===== src/rtl/clkdiv_pkg.sv =====
package clkdiv_pkg;
  localparam int CTRL_W  = 8;
  localparam int POST_W  = 3;
  localparam int PRE_W   = 3;
  localparam int PRE_TOP = 122;
  localparam int RATIO_W = $clog2(PRE_TOP << ((1 << POST_W) - 1)) + 1;

  // field layout of one control byte, MSB first
  typedef struct packed {
    logic [PRE_W-1:0]  pre;
    logic              src;
    logic [POST_W-1:0] post;
    logic              en;
  } ctrl_t;

  function automatic logic [7:0] pre_ratio(input logic [PRE_W-1:0] code);
    if (code == {PRE_W{1'b1}}) pre_ratio = 8'(PRE_TOP);
    else                       pre_ratio = 8'd1 << code;
  endfunction

  function automatic logic [RATIO_W-1:0] ratio_of(input ctrl_t c);
    logic [RATIO_W-1:0] base;
    base = c.src ? RATIO_W'(pre_ratio(c.pre)) : RATIO_W'(1);
    ratio_of = base << c.post;
  endfunction
endpackage


===== src/rtl/clkdiv_edge_sync.sv =====
module clkdiv_edge_sync #(
  parameter int STAGES = 2
) (
  input  logic clk,
  input  logic rst,
  input  logic async_i,
  output logic lvl_o,
  output logic rise_o,
  output logic edge_o
);
  logic [STAGES-1:0] chain;
  logic              prev;

  always_ff @(posedge clk) begin
    if (rst) begin
      chain <= '0;
      prev  <= 1'b0;
    end else begin
      chain <= {chain[STAGES-2:0], async_i};
      prev  <= chain[STAGES-1];
    end
  end

  assign lvl_o  = chain[STAGES-1];
  assign rise_o = chain[STAGES-1] & ~prev;
  assign edge_o = chain[STAGES-1] ^ prev;
endmodule


===== src/rtl/clkdiv_regs.sv =====
module clkdiv_regs
  import clkdiv_pkg::*;
#(
  parameter int NCH = 3,
  parameter int AW  = 2
) (
  input  logic              clk,
  input  logic              rst,
  input  logic              wr_en,
  input  logic [AW-1:0]     wr_addr,
  input  logic [CTRL_W-1:0] wr_data,
  input  logic [AW-1:0]     rd_addr,
  output logic [CTRL_W-1:0] rd_data,
  output ctrl_t             ctrl_q [NCH]
);
  for (genvar g = 0; g < NCH; g++) begin : g_reg
    always_ff @(posedge clk) begin
      if (rst)                                        ctrl_q[g] <= '0;
      else if (wr_en && (32'(wr_addr) == g))          ctrl_q[g] <= ctrl_t'(wr_data);
    end
  end

  always_ff @(posedge clk) begin
    if (rst)                         rd_data <= '0;
    else if (32'(rd_addr) < NCH)     rd_data <= ctrl_q[rd_addr];
    else                             rd_data <= '0;
  end
endmodule


===== src/rtl/clkdiv_chan.sv =====
module clkdiv_chan
  import clkdiv_pkg::*;
(
  input  logic       clk,
  input  logic       rst,
  input  ctrl_t      ctrl,
  input  logic [1:0] lvl_i,
  input  logic [1:0] rise_i,
  output logic       clk_o
);
  ctrl_t              act;
  logic [RATIO_W-1:0] ratio, half_m1, cnt;
  logic               bypass, nxt_bypass, lvl_sel, rise_sel;

  always_comb begin
    ratio      = ratio_of(act);
    half_m1    = (ratio >> 1) - RATIO_W'(1);
    bypass     = (ratio == RATIO_W'(1));
    nxt_bypass = (ratio_of(ctrl) == RATIO_W'(1));
    lvl_sel    = lvl_i[act.src];
    rise_sel   = rise_i[act.src];
  end

  // the active setting is reloaded only at an output transition
  always_ff @(posedge clk) begin
    if (rst) begin
      act   <= '0;
      cnt   <= '0;
      clk_o <= 1'b0;
    end else if (!ctrl.en) begin
      act   <= ctrl;
      cnt   <= '0;
      clk_o <= 1'b0;
    end else if (bypass) begin
      clk_o <= lvl_sel;
      if (rise_sel) begin
        act <= ctrl;
        cnt <= '0;
      end
    end else if (rise_sel) begin
      if (cnt == half_m1) begin
        cnt   <= '0;
        act   <= ctrl;
        clk_o <= nxt_bypass ? 1'b1 : ~clk_o;
      end else begin
        cnt <= cnt + RATIO_W'(1);
      end
    end
  end
endmodule


===== src/rtl/clkdiv_out_top.sv =====
module clkdiv_out_top
  import clkdiv_pkg::*;
#(
  parameter int NCH         = 3,
  parameter int SYNC_STAGES = 2,
  parameter int AW          = (NCH > 1) ? $clog2(NCH) : 1
) (
  input  logic              clk,
  input  logic              rst,
  input  logic              rtc_clk_i,
  input  logic              aud_clk_i,
  input  logic              wr_en,
  input  logic [AW-1:0]     wr_addr,
  input  logic [CTRL_W-1:0] wr_data,
  input  logic [AW-1:0]     rd_addr,
  output logic [CTRL_W-1:0] rd_data,
  output logic [NCH-1:0]    clk_out
);
  ctrl_t                 ctrl_q [NCH];
  logic [NCH*CTRL_W-1:0] ctrl_flat;
  logic [1:0]            src_raw, src_lvl, src_rise, src_edge;

  assign src_raw = {aud_clk_i, rtc_clk_i};

  for (genvar s = 0; s < 2; s++) begin : g_sync
    clkdiv_edge_sync #(.STAGES(SYNC_STAGES)) u_sync (
      .clk(clk), .rst(rst), .async_i(src_raw[s]),
      .lvl_o(src_lvl[s]), .rise_o(src_rise[s]), .edge_o(src_edge[s])
    );
  end

  clkdiv_regs #(.NCH(NCH), .AW(AW)) u_regs (
    .clk(clk), .rst(rst), .wr_en(wr_en), .wr_addr(wr_addr), .wr_data(wr_data),
    .rd_addr(rd_addr), .rd_data(rd_data), .ctrl_q(ctrl_q)
  );

  for (genvar g = 0; g < NCH; g++) begin : g_ch
    assign ctrl_flat[g*CTRL_W +: CTRL_W] = ctrl_q[g];
    clkdiv_chan u_ch (
      .clk(clk), .rst(rst), .ctrl(ctrl_q[g]),
      .lvl_i(src_lvl), .rise_i(src_rise), .clk_o(clk_out[g])
    );
  end
endmodule


===== config.mk =====
export PLATFORM = sky130hd
export DESIGN_NAME = clkdiv_out_top
export DESIGN_NICKNAME = d
export VERILOG_FILES = /design/src/rtl/clkdiv_pkg.sv /design/src/rtl/clkdiv_edge_sync.sv /design/src/rtl/clkdiv_regs.sv /design/src/rtl/clkdiv_chan.sv /design/src/rtl/clkdiv_out_top.sv
export SDC_FILE = /design/constraint.sdc
export NUM_CORES = 1
export LEC_CHECK = 0
export BUFFER_PORTS_ARGS = -buffer_cell sky130_fd_sc_hd__buf_2
export CAP_MARGIN = 20
export CORE_ASPECT_RATIO = 0.6
export CORE_MARGIN = 2
export CORE_UTILIZATION = 51
export CTS_CLUSTER_SIZE = 24
export DETAILED_ROUTE_END_ITERATION = 10
export GPL_ROUTABILITY_DRIVEN = 1
export GPL_TIMING_DRIVEN = 0
export PLACE_DENSITY = 0.67
export SYNTH_ARGS = -nofsm -noshare
export SYNTH_HDL_FRONTEND = slang
export SYNTH_SLANG_ARGS = --single-unit

===== constraint.sdc =====
create_clock -name clk -period 5.03 [get_ports clk]
set_input_delay 0.2515 -clock clk [delete_from_list [all_inputs] [get_ports clk]]
set_output_delay 0.2515 -clock clk [all_outputs]
set_load 0.01 [all_outputs]

==> results_dict.tcl, run 1 <==
set metrics [dict create \
    status "finished clean" \
    finalSetupTns_ps 0 \
    final_layout_size_suffix_gt1_frac 0.1163 \
    max_freq_ghz 0.2087 \
    dieHeight_um 108.8 \
    worst_pin_slew_ps 933.0 \
    netlist_area_sq_um 9330 \
    avgSynthCellArea_sq_um 7.686 \
    die-area_sq_um 19430 \
    powerDensity_nw_per_um2 183.5 \
    root_buffer "clkbuf_16" \
    p_leak_nw 3.717 \
    critPathMaxFanout 10 \
    fin_crit_ps 4792 \
    min_from "rtc_clk_i" \
    r2r_cells 16 \
    cts_tree "done" \
    postSynthCellCount 1214 \
    synth_top_area_share 0.2296 \
    async_flop_share 0 \
    antenna_found_initial 0 \
    ioPinCount 28 \
    hold_violations 0 \
    rsz0062_at_grt "false" \
    areaGrowthSynthToFinish_pct 8.367 \
    pwr-share-comb 0.122 \
    timing.rr.end "g_ch[0].u_ch.cnt[13]" \
    start_kind "flop" \
    intPower_mw 1.342 \
    globalplace.congestion 1.002 \
    hp-class "in2reg" \
    ff2ff_setup_slack_ps 240 \
    htreeDepth 3 \
    final_common_cell "nor2_1" \
    instances_no_fill 1495 \
    endpoint_kind "flop" \
    hold_depth 2 \
    p_sw_mw 0.5129 \
    route.detailed.drc 0 \
    synth_top_area_cell "dfxtp_1" \
    grt_max_degree 20 \
    fin_hold_ws_ps 143.1 \
    post-route-util 0.5626 \
    clk_pin_slew_worst_paths_ps 80 \
    core_area_sq_um 17970 \
    required_ps 5290 \
    worstPathArrival_ps 5050 \
    track_usage 0.3347 \
    skew_ps 8.750 \
    drv_slew 0 \
    first_pass_iters 6 \
    post_drt_wl_per_cell_um 21.58 \
    fin_crit_sh 0.9527 \
    clock_path_buffers 2 \
    seq_area_frac_synth 0.2296 \
    setup_violations 0 \
    via_count 9789 \
    grt_pass1_vias 8461 \
    ant_nets 0 \
    fp.dieW_um 178.6 \
    wirelength_um 32270 \
    numCtsBuffers 9 \
    grt_overflow 0 \
    routed_via_density 6.548 \
    n_antenna_cell 0 \
    worstSetupPathType "reg2reg" \
    clk_latency_ps 370 \
    maxCapViolCount 0 \
    dp_hpwl_um 25160 \
    reg2reg_from "g_ch[0].u_ch.act[4]" \
    fp-row-count 38 \
    syn-num-nets 1237 \
    synth_cell_types 92 \
    placed_cells 1479 \
    pwr-share-seq 0.471 \
    swShare 0.2765 \
    grt_pass1_wl_um 49840 \
    nets 1273 \
    mostFrequentLayoutCells "nor2_1 (130), dfxtp_1 (107), nand2_1 (76)" \
    synth-edff-count 0 \
    start_util 0.5191 \
    ir_drop_uv 181.8 \
    ys.flop_type "dfxtp_1" \
    drt-initial-drc-count 1389 \
    p_total_mw 1.855 \
    slew_headroom 0.3751 \
    clock-sinks 107 \
    hold_end "g_sync[0].u_sync.chain[0]" \
    synth_seq_cells 107 \
    p_clk_frac 0.406 \
    port_buffers 25 \
    yosys_warnings 0 \
    synthTopCellsByArea "dfxtp_1 (23%), mux2i_1 (5.9%), nor2_1 (5.2%)" \
    cts_hold_buf 0 \
]
[synthesized netlist by cell type (all sizes together), types with 9 or more instances]
| cell type | count |
|---|---|
| nor3 | 31 |
| a21o | 13 |
| a21oi | 51 |
| or2 | 10 |
| nor3b | 11 |
| o2111ai | 9 |
| and3 | 26 |
| nand3 | 39 |
| mux2i | 55 |
| nand2b | 30 |
| and3b | 9 |
| buf | 71 |
| nand2 | 76 |
| nor2b | 50 |
| a31oi | 13 |
| o21ai | 56 |
| a211oi | 16 |
| o21a | 10 |
| dfxtp | 107 |
| xnor2 | 35 |
| clkbuf | 37 |
| o31a | 10 |
| nor4 | 18 |
| a22oi | 9 |
| o211ai | 26 |
| nand4 | 17 |
| nor2 | 130 |
| or3 | 11 |
| o221ai | 9 |
| xor2 | 32 |
| and2 | 10 |
| inv | 24 |
| o31ai | 12 |
[registers in the layout, summed over array words and instances (netlist names)]
| register | count |
|---|---|
| g_ch.u_ch.act | 21 |
| g_ch.u_ch.clk_o | 3 |
| g_ch.u_ch.cnt | 45 |
| g_sync.u_sync.chain | 4 |
| g_sync.u_sync.prev | 2 |
| u_regs.ctrl_q | 24 |
| u_regs.rd_data | 8 |
[power by group through the flow]
stage	Clock (mW)	Sequential [mW]	Combinational (mW)
4_1_cts	0.768	0.873	0.216
5_1_grt	0.801	0.876	0.243
3_5_place_dp	0	0.893	0.214
6_report	0.754	0.875	0.227
3_3_place_gp	0	0.893	0.215
2_1_floorplan	0	0.888	0.156
[cell type report]
type	instances	area, sq um
clock inverter	6	85.08
clock buffer	10	229.0
timing repair buffer	28	157.7
sequential	107	2142
tap	240	300.3
multi-input combinational	975	6549
fill	1737	7861
buffer	105	558.0
inverter	24	90.09
[cell families after synthesis]
group | count (synthesis) | share of synthesized area
AND/OR/NAND/NOR | 506 | 0.2930
AO/OA/AOI/OAI | 335 | 0.2685
buffers and inverters | 132 | 0.07054
flip-flops | 107 | 0.2296
XOR/XNOR | 68 | 0.06531
multiplexers | 60 | 0.06504
adder cells (fa/ha/maj) | 6 | 0.008046
[how the worst max path moves through the flow]
stage          cells after the start  slack, ps              endpoint                 from
2_1_floorplan                     15       1380   g_ch[0].u_ch.act[3]  g_ch[0].u_ch.act[3]
4_1_cts                           16        140  g_ch[0].u_ch.cnt[13]  g_ch[0].u_ch.act[3]
3_3_place_gp                      15        100   g_ch[0].u_ch.act[4]  g_ch[0].u_ch.act[3]
5_1_grt                           17         10  g_ch[0].u_ch.cnt[13]  g_ch[0].u_ch.act[5]
6_report                          16        240  g_ch[0].u_ch.cnt[13]  g_ch[0].u_ch.act[4]
3_5_place_dp                      16        160   g_ch[0].u_ch.cnt[8]  g_ch[0].u_ch.act[3]
[layer usage]
metal,track usage,up-vias,part of all wire
met2,0.3571,577,0.32
met3,0.1590,37,0.15
met5,0,-,0
met1,0.5631,4602,0.52
met4,0.03136,0,0.0068
li1,-,4573,-
[critical path, cell delays in order, from the launching register on]
cell	delay, ps
dfxtp_1	550
buf_2	310
buf_2	260
o31a_1	350
o22ai_1	170
nand2_1	100
ha_1	140
clkbuf_1	340
o2111ai_1	340
or4b_1	550
a211oi_1	300
o32ai_2	160
a2111oi_4	360
or2_1	190
a21o_1	250
buf_4	220
nor2_1	70
[per-stage QoR]
step                      area, sq um  worst slack (ps)
after floorplan                  9330              1376
after global placement           9756             96.43
after detailed placement         9756             162.7
after CTS                       10070             135.2
after global routing            10110             14.42
final                           10110             237.7
[repair_timing]
item                       4_1_cts  5_1_grt
setup endpoints to repair        0       38
buffers inserted                 0        2
gates resized for setup          0        5
Power figures use the tool's default switching activity.
==> run 2, diff against run 1 <==
--- a/config.mk
+++ b/config.mk
@@ -15,6 +15,7 @@
 export GPL_ROUTABILITY_DRIVEN = 1
 export GPL_TIMING_DRIVEN = 0
 export PLACE_DENSITY = 0.67
+export RECOVER_POWER = 25
 export SYNTH_ARGS = -nofsm -noshare
 export SYNTH_HDL_FRONTEND = slang
 export SYNTH_SLANG_ARGS = --single-unit
==> run 2 against run 1 <==
Routed wire length is essentially flat. Die area unchanged. Worst hold slack improved by 5.3 ps. Non-clock buffer count did not move. Clock skew shrank 0.58 ps. Critical path type unchanged. First-iteration DRC count decreased by 0.22%. Clock power hardly changed. Critical path depth stayed put. Combinational power barely moved. Global-route usage unchanged. Final cell count is the same. Register-to-register slack got worse by 30 ps.
==> results_dict.tcl, run 2 (synthesis gave the netlist of run 1 again) <==
set metrics [dict create \
    routed_via_density 6.579 \
    ioPinCount 28 \
    clk_latency_ps 360 \
    dp_hpwl_um 25160 \
    grt_pass1_vias 8461 \
    via_count 9835 \
    swShare 0.2766 \
    largest_reg_flops 45 \
    multiInputGateArea_sq_um 6549 \
    powerDensity_nw_per_um2 183.7 \
    die-area_sq_um 19430 \
    dieHeight_um 108.8 \
    fp-row-count 38 \
    dp_slack_ps 162.7 \
    rsz0062_at_grt "false" \
    drt-initial-drc-count 1386 \
    port_buffers 25 \
    slew_headroom 0.4038 \
    intPower_mw 1.342 \
    hold_violations 0 \
    hp-class "in2reg" \
    critPathMaxFanout 10 \
    mostFrequentLayoutCells "nor2_1 (130), dfxtp_1 (107), nand2_1 (76)" \
    globalplace.congestion 1.002 \
    endpoint_kind "flop" \
    seq_area_sq_um 2142 \
    regMostFlops "g_ch.u_ch.cnt" \
    numCtsBuffers 9 \
    areaGrowthSynthToFinish_pct 8.221 \
    worstSetupPathType "reg2reg" \
    cts_tree "done" \
    core_area_sq_um 17970 \
    grt_pass1_wl_um 49840 \
    htreeDepth 3 \
    reg_top3 "g_ch.u_ch.cnt x45, u_regs.ctrl_q x24, g_ch.u_ch.act x21" \
    grt_max_degree 20 \
    maxCapViolCount 0 \
    track_usage 0.3347 \
    n_antenna_cell 0 \
    wirelength_um 32280 \
    clock_path_buffers 2 \
    nets 1273 \
    ant_nets 0 \
    ir_drop_uv 180.9 \
    pwr-share-comb 0.122 \
    max_freq_ghz 0.2073 \
    required_ps 5290 \
    fin_crit_sh 0.9591 \
    final_common_cell "nor2_1" \
    start_util 0.5191 \
    skew_ps 8.172 \
    drv_slew 0 \
    clk_pin_slew_worst_paths_ps 80 \
    setup_ws_ps 205.8 \
    setup_violations 0 \
    finalSetupTns_ps 0 \
    post_drt_wl_per_cell_um 21.59 \
    worst_pin_slew_ps 890.2 \
    fin_crit_ps 4824 \
    status "finished clean" \
    start_kind "flop" \
    route.detailed.drc 0 \
    fp.dieW_um 178.6 \
    clock-sinks 107 \
    antenna_found_initial 0 \
    worstPathArrival_ps 5080 \
    first_pass_iters 6 \
    pwr-share-seq 0.472 \
    p_leak_nw 3.671 \
    grt_overflow 0 \
    p_sw_mw 0.5129 \
    p_clk_frac 0.406 \
    root_buffer "clkbuf_16" \
    fillers 1742 \
    final_layout_size_suffix_gt1_frac 0.1076 \
]
[run 2: changes by cell type in the layout (fill, tap and decap cells not counted)]
cell,change
buf_1,-3
clkbuf_1,+14
clkbuf_4,+2
buf_2,-11
buf_4,-2
[run 2: metrics by stage]
step / total power [mW] / util / cell area [sq um] / instances / hold slack, ps
global route: 1.920 / 0.5618 / 10100 / 1495 / 147.6
CTS: 1.857 / 0.5603 / 10070 / 1495 / 135.7
finish: 1.855 / 0.5618 / 10100 / 1495 / 148.4
detailed placement: 1.108 / 0.5428 / 9756 / 1479 / 420.4
floorplan: 1.045 / - / 9330 / 1214 / 379.7
global placement: 1.108 / 0.5428 / 9756 / 1479 / 417.1
[run 2: final cells by class]
cell class,instances,share of cell area
Clock buffer,10,0.02268
Clock inverter,6,0.008426
Buffer,105,0.05527
Inverter,24,0.008922
Tap cell,240,0.02974
Sequential cell,107,0.2121
Timing Repair Buffer,28,0.01425
Multi-Input combinational cell,975,0.6486
[run 2: final timing paths]
path | startpoint | slack [ps] | depth (start not counted) | to
worst max-delay path | g_ch[0].u_ch.act[4] | 210 | 16 | g_ch[0].u_ch.cnt[13]
worst min-delay path | rtc_clk_i | 150 | 2 | g_sync[0].u_sync.chain[0]
worst max register to register | g_ch[0].u_ch.act[4] | 210 | 16 | g_ch[0].u_ch.cnt[13]
worst min register to register | g_sync[0].u_sync.chain[0] | 440 | 1 | g_sync[0].u_sync.chain[1]
[run 2: power groups by stage]
stage	clock, mW	combinational, mW	sequential [mW]
floorplan	0	0.156	0.888
global placement	0	0.215	0.893
detailed placement	0	0.214	0.893
CTS	0.768	0.216	0.873
global route	0.801	0.243	0.876
finish	0.754	0.226	0.875
[run 2: critical path, cell delays in order, from the launching register on]
cell	delay, ps
dfxtp_1	550
buf_2	310
buf_2	260
o31a_1	360
o22ai_1	170
nand2_1	100
ha_1	140
clkbuf_1	340
o2111ai_1	360
or4b_1	560
a211oi_1	300
o32ai_2	160
a2111oi_4	350
or2_1	190
a21o_1	250
buf_4	220
nor2_1	70
[run 2: metal layers]
metal | wire length, um | up-vias | global-route usage
met4 | 201 | 0 | 0.03136
met2 | 10290 | 603 | 0.3571
met1 | 16700 | 4619 | 0.5631
li1 | - | 4576 | -
met3 | 5076 | 37 | 0.1590
met5 | 0 | - | 0
[run 2: timing repair]
| action | in CTS | in global routing |
|---|---|---|
| setup buffers | 0 | 2 |
| hold buffers | 0 | 0 |
| gates resized for setup | 0 | 5 |
| endpoints found under the setup margin | 0 | 38 |
==> run 3, diff against run 2 <==
--- a/config.mk
+++ b/config.mk
@@ -10,10 +10,12 @@
 export CORE_ASPECT_RATIO = 0.6
 export CORE_MARGIN = 2
 export CORE_UTILIZATION = 51
+export CTS_BUF_LIST = sky130_fd_sc_hd__clkbuf_8 sky130_fd_sc_hd__clkbuf_16
 export CTS_CLUSTER_SIZE = 24
 export DETAILED_ROUTE_END_ITERATION = 10
 export GPL_ROUTABILITY_DRIVEN = 1
 export GPL_TIMING_DRIVEN = 0
+export HOLD_SLACK_MARGIN = 0.15
 export PLACE_DENSITY = 0.67
 export RECOVER_POWER = 25
 export SYNTH_ARGS = -nofsm -noshare
==> run 3 against run 2 <==
Non-clock buffer count rose by 2. Sequential cell count unchanged. Combinational power about the same. Critical endpoint is now g_ch[2].u_ch.cnt[10]. Via count shrank 0.64%. Utilization rose by 0.11 points. Power is essentially flat. Fmax is 1.0% higher. Worst hold slack gained 25 ps. Critical path type unchanged.
==> results_dict.tcl, run 3 (synthesis gave the netlist of run 1 again) <==
set metrics [dict create \
    status "finished clean" \
    grt_max_degree 20 \
    route.detailed.drc 0 \
    r2r_cells 17 \
    rsz0062_at_grt "false" \
    worst_pin_slew_ps 956.9 \
    routed_via_density 6.528 \
    ant_nets 0 \
    hp-class "in2reg" \
    max_freq_ghz 0.2094 \
    clock_path_buffers 2 \
    slew_headroom 0.3591 \
    fin_crit_ps 4776 \
    cp-endpoint "g_ch[2].u_ch.cnt[10]" \
    antenna_found_initial 0 \
    dieHeight_um 108.8 \
    ir_drop_uv 181.4 \
    cts_tree "done" \
    start_util 0.5191 \
    port_buffers 25 \
    largest_reg_flops 45 \
    final_layout_size_suffix_gt1_frac 0.1074 \
    numCtsBuffers 9 \
    hold_depth 3 \
    instances_no_fill 1497 \
    worstSetupPathType "reg2reg" \
    start_kind "flop" \
    clk_latency_ps 360 \
    p_total_mw 1.854 \
    globalplace.congestion 1.002 \
    fin_crit_sh 0.9494 \
    fin_hold_ws_ps 173.5 \
    required_ps 5270 \
    setup_violations 0 \
    grt_pass1_wl_um 49850 \
    drv_slew 0 \
    grt_pass1_vias 8460 \
    track_usage 0.3347 \
    placed_cells 1479 \
    fp.dieW_um 178.6 \
    n_antenna_cell 0 \
    ff2ff_setup_slack_ps 250 \
    clk_pin_slew_worst_paths_ps 80 \
    ioPinCount 28 \
    nets 1275 \
    reg2reg_from "g_ch[2].u_ch.act[2]" \
    drt-initial-drc-count 1353 \
    timing.rr.end "g_ch[2].u_ch.cnt[10]" \
    htreeDepth 3 \
    first_pass_iters 5 \
    finalSetupTns_ps 0 \
    die-area_sq_um 19430 \
    areaGrowthSynthToFinish_pct 8.435 \
    multiInputGateArea_sq_um 6549 \
    critPathMaxFanout 10 \
    crit_start "g_ch[2].u_ch.act[2]" \
    final_common_cell "nor2_1" \
    post_drt_wl_per_cell_um 21.50 \
    worstPathArrival_ps 5020 \
    dp_hpwl_um 25160 \
    root_buffer "clkbuf_16" \
    maxCapViolCount 0 \
    regMostFlops "g_ch.u_ch.cnt" \
    skew_ps 8.941 \
    via_count 9772 \
    wirelength_um 32190 \
    seq_area_sq_um 2142 \
    p_leak_nw 3.684 \
    fp-row-count 38 \
    grt_overflow 0 \
    endpoint_kind "flop" \
    mostFrequentLayoutCells "nor2_1 (130), dfxtp_1 (107), nand2_1 (76)" \
    powerDensity_nw_per_um2 183.3 \
    fillers 1740 \
    hold_violations 0 \
    reg_top3 "g_ch.u_ch.cnt x45, u_regs.ctrl_q x24, g_ch.u_ch.act x21" \
    core_area_sq_um 17970 \
    clock-sinks 107 \
]
## run 3: cell count changes in the layout (fill, tap and decap cells not counted)
cell	before	now
dlygate4sd3_1	0	2
clkbuf_1	49	48
inv_1	24	25
## run 3: power by group
part	total [mW]	switching [mW]	internal, mW
Clock	0.753	0.356	0.397
Combinational	0.227	0.143	0.0842
Sequential	0.874	0.0150	0.860
## run 3: final cells by class
cell class / count / area share
well taps: 240 / 0.02968
clock inverters: 7 / 0.008781
repair buffers: 30 / 0.01620
plain buffers: 105 / 0.05516
multi-input cells: 975 / 0.6473
inverters: 24 / 0.008904
flip-flops and latches: 107 / 0.2117
clock buffers: 9 / 0.02226
## run 3: what timing repair did
item,in CTS,in global routing
hold buffers,2,0
resized for setup,0,5
endpoints found under the setup margin,0,38
setup buffers,0,2
hold endpoints to repair,2,0
## run 3: critical path: stages (launching register included)
cell and delay [ps]:
dfxtp_1 420, buf_6 170, buf_6 150, and4b_1 190
a32oi_1 600, o21ai_0 210, nand2_1 120, ha_1 260
nand2_1 80, or4_4 420, o31a_1 330, nor4b_2 520
nand4_1 150, o311ai_1 180, nand3_1 260, a21boi_2 290
buf_4 220, nor3_1 70
## run 3: how the worst min path moves through the flow
stage / startpoint / end / slack [ps]
after floorplan: rtc_clk_i / g_sync[0].u_sync.chain[0] / 380
after global placement: g_sync[1].u_sync.chain[0] / g_sync[1].u_sync.chain[1] / 420
after detailed placement: g_sync[0].u_sync.chain[0] / g_sync[0].u_sync.chain[1] / 420
after CTS: wr_data[1] / u_regs.ctrl_q[1] / 170
after global routing: wr_data[3] / u_regs.ctrl_q[11] / 180
final: wr_data[1] / u_regs.ctrl_q[1] / 170
## run 3: routing by layer
metal | vias to the layer above | track usage | wire length [um]
met4 | 0 | 0.03136 | 176
li1 | 4568 | - | -
met5 | - | 0 | 0
met2 | 570 | 0.3577 | 10260
met1 | 4607 | 0.5626 | 16830
met3 | 27 | 0.1590 | 4925
## run 3: metrics by stage
step | area, sq um | utilization | worst slack [ps]
4_1_cts | 10090 | 0.5614 | 135.2
5_1_grt | 10120 | 0.5629 | 14.32
6_report | 10120 | 0.5629 | 254.5
3_3_place_gp | 9756 | 0.5428 | 96.43
3_5_place_dp | 9756 | 0.5428 | 162.7
2_1_floorplan | 9330 | - | 1376
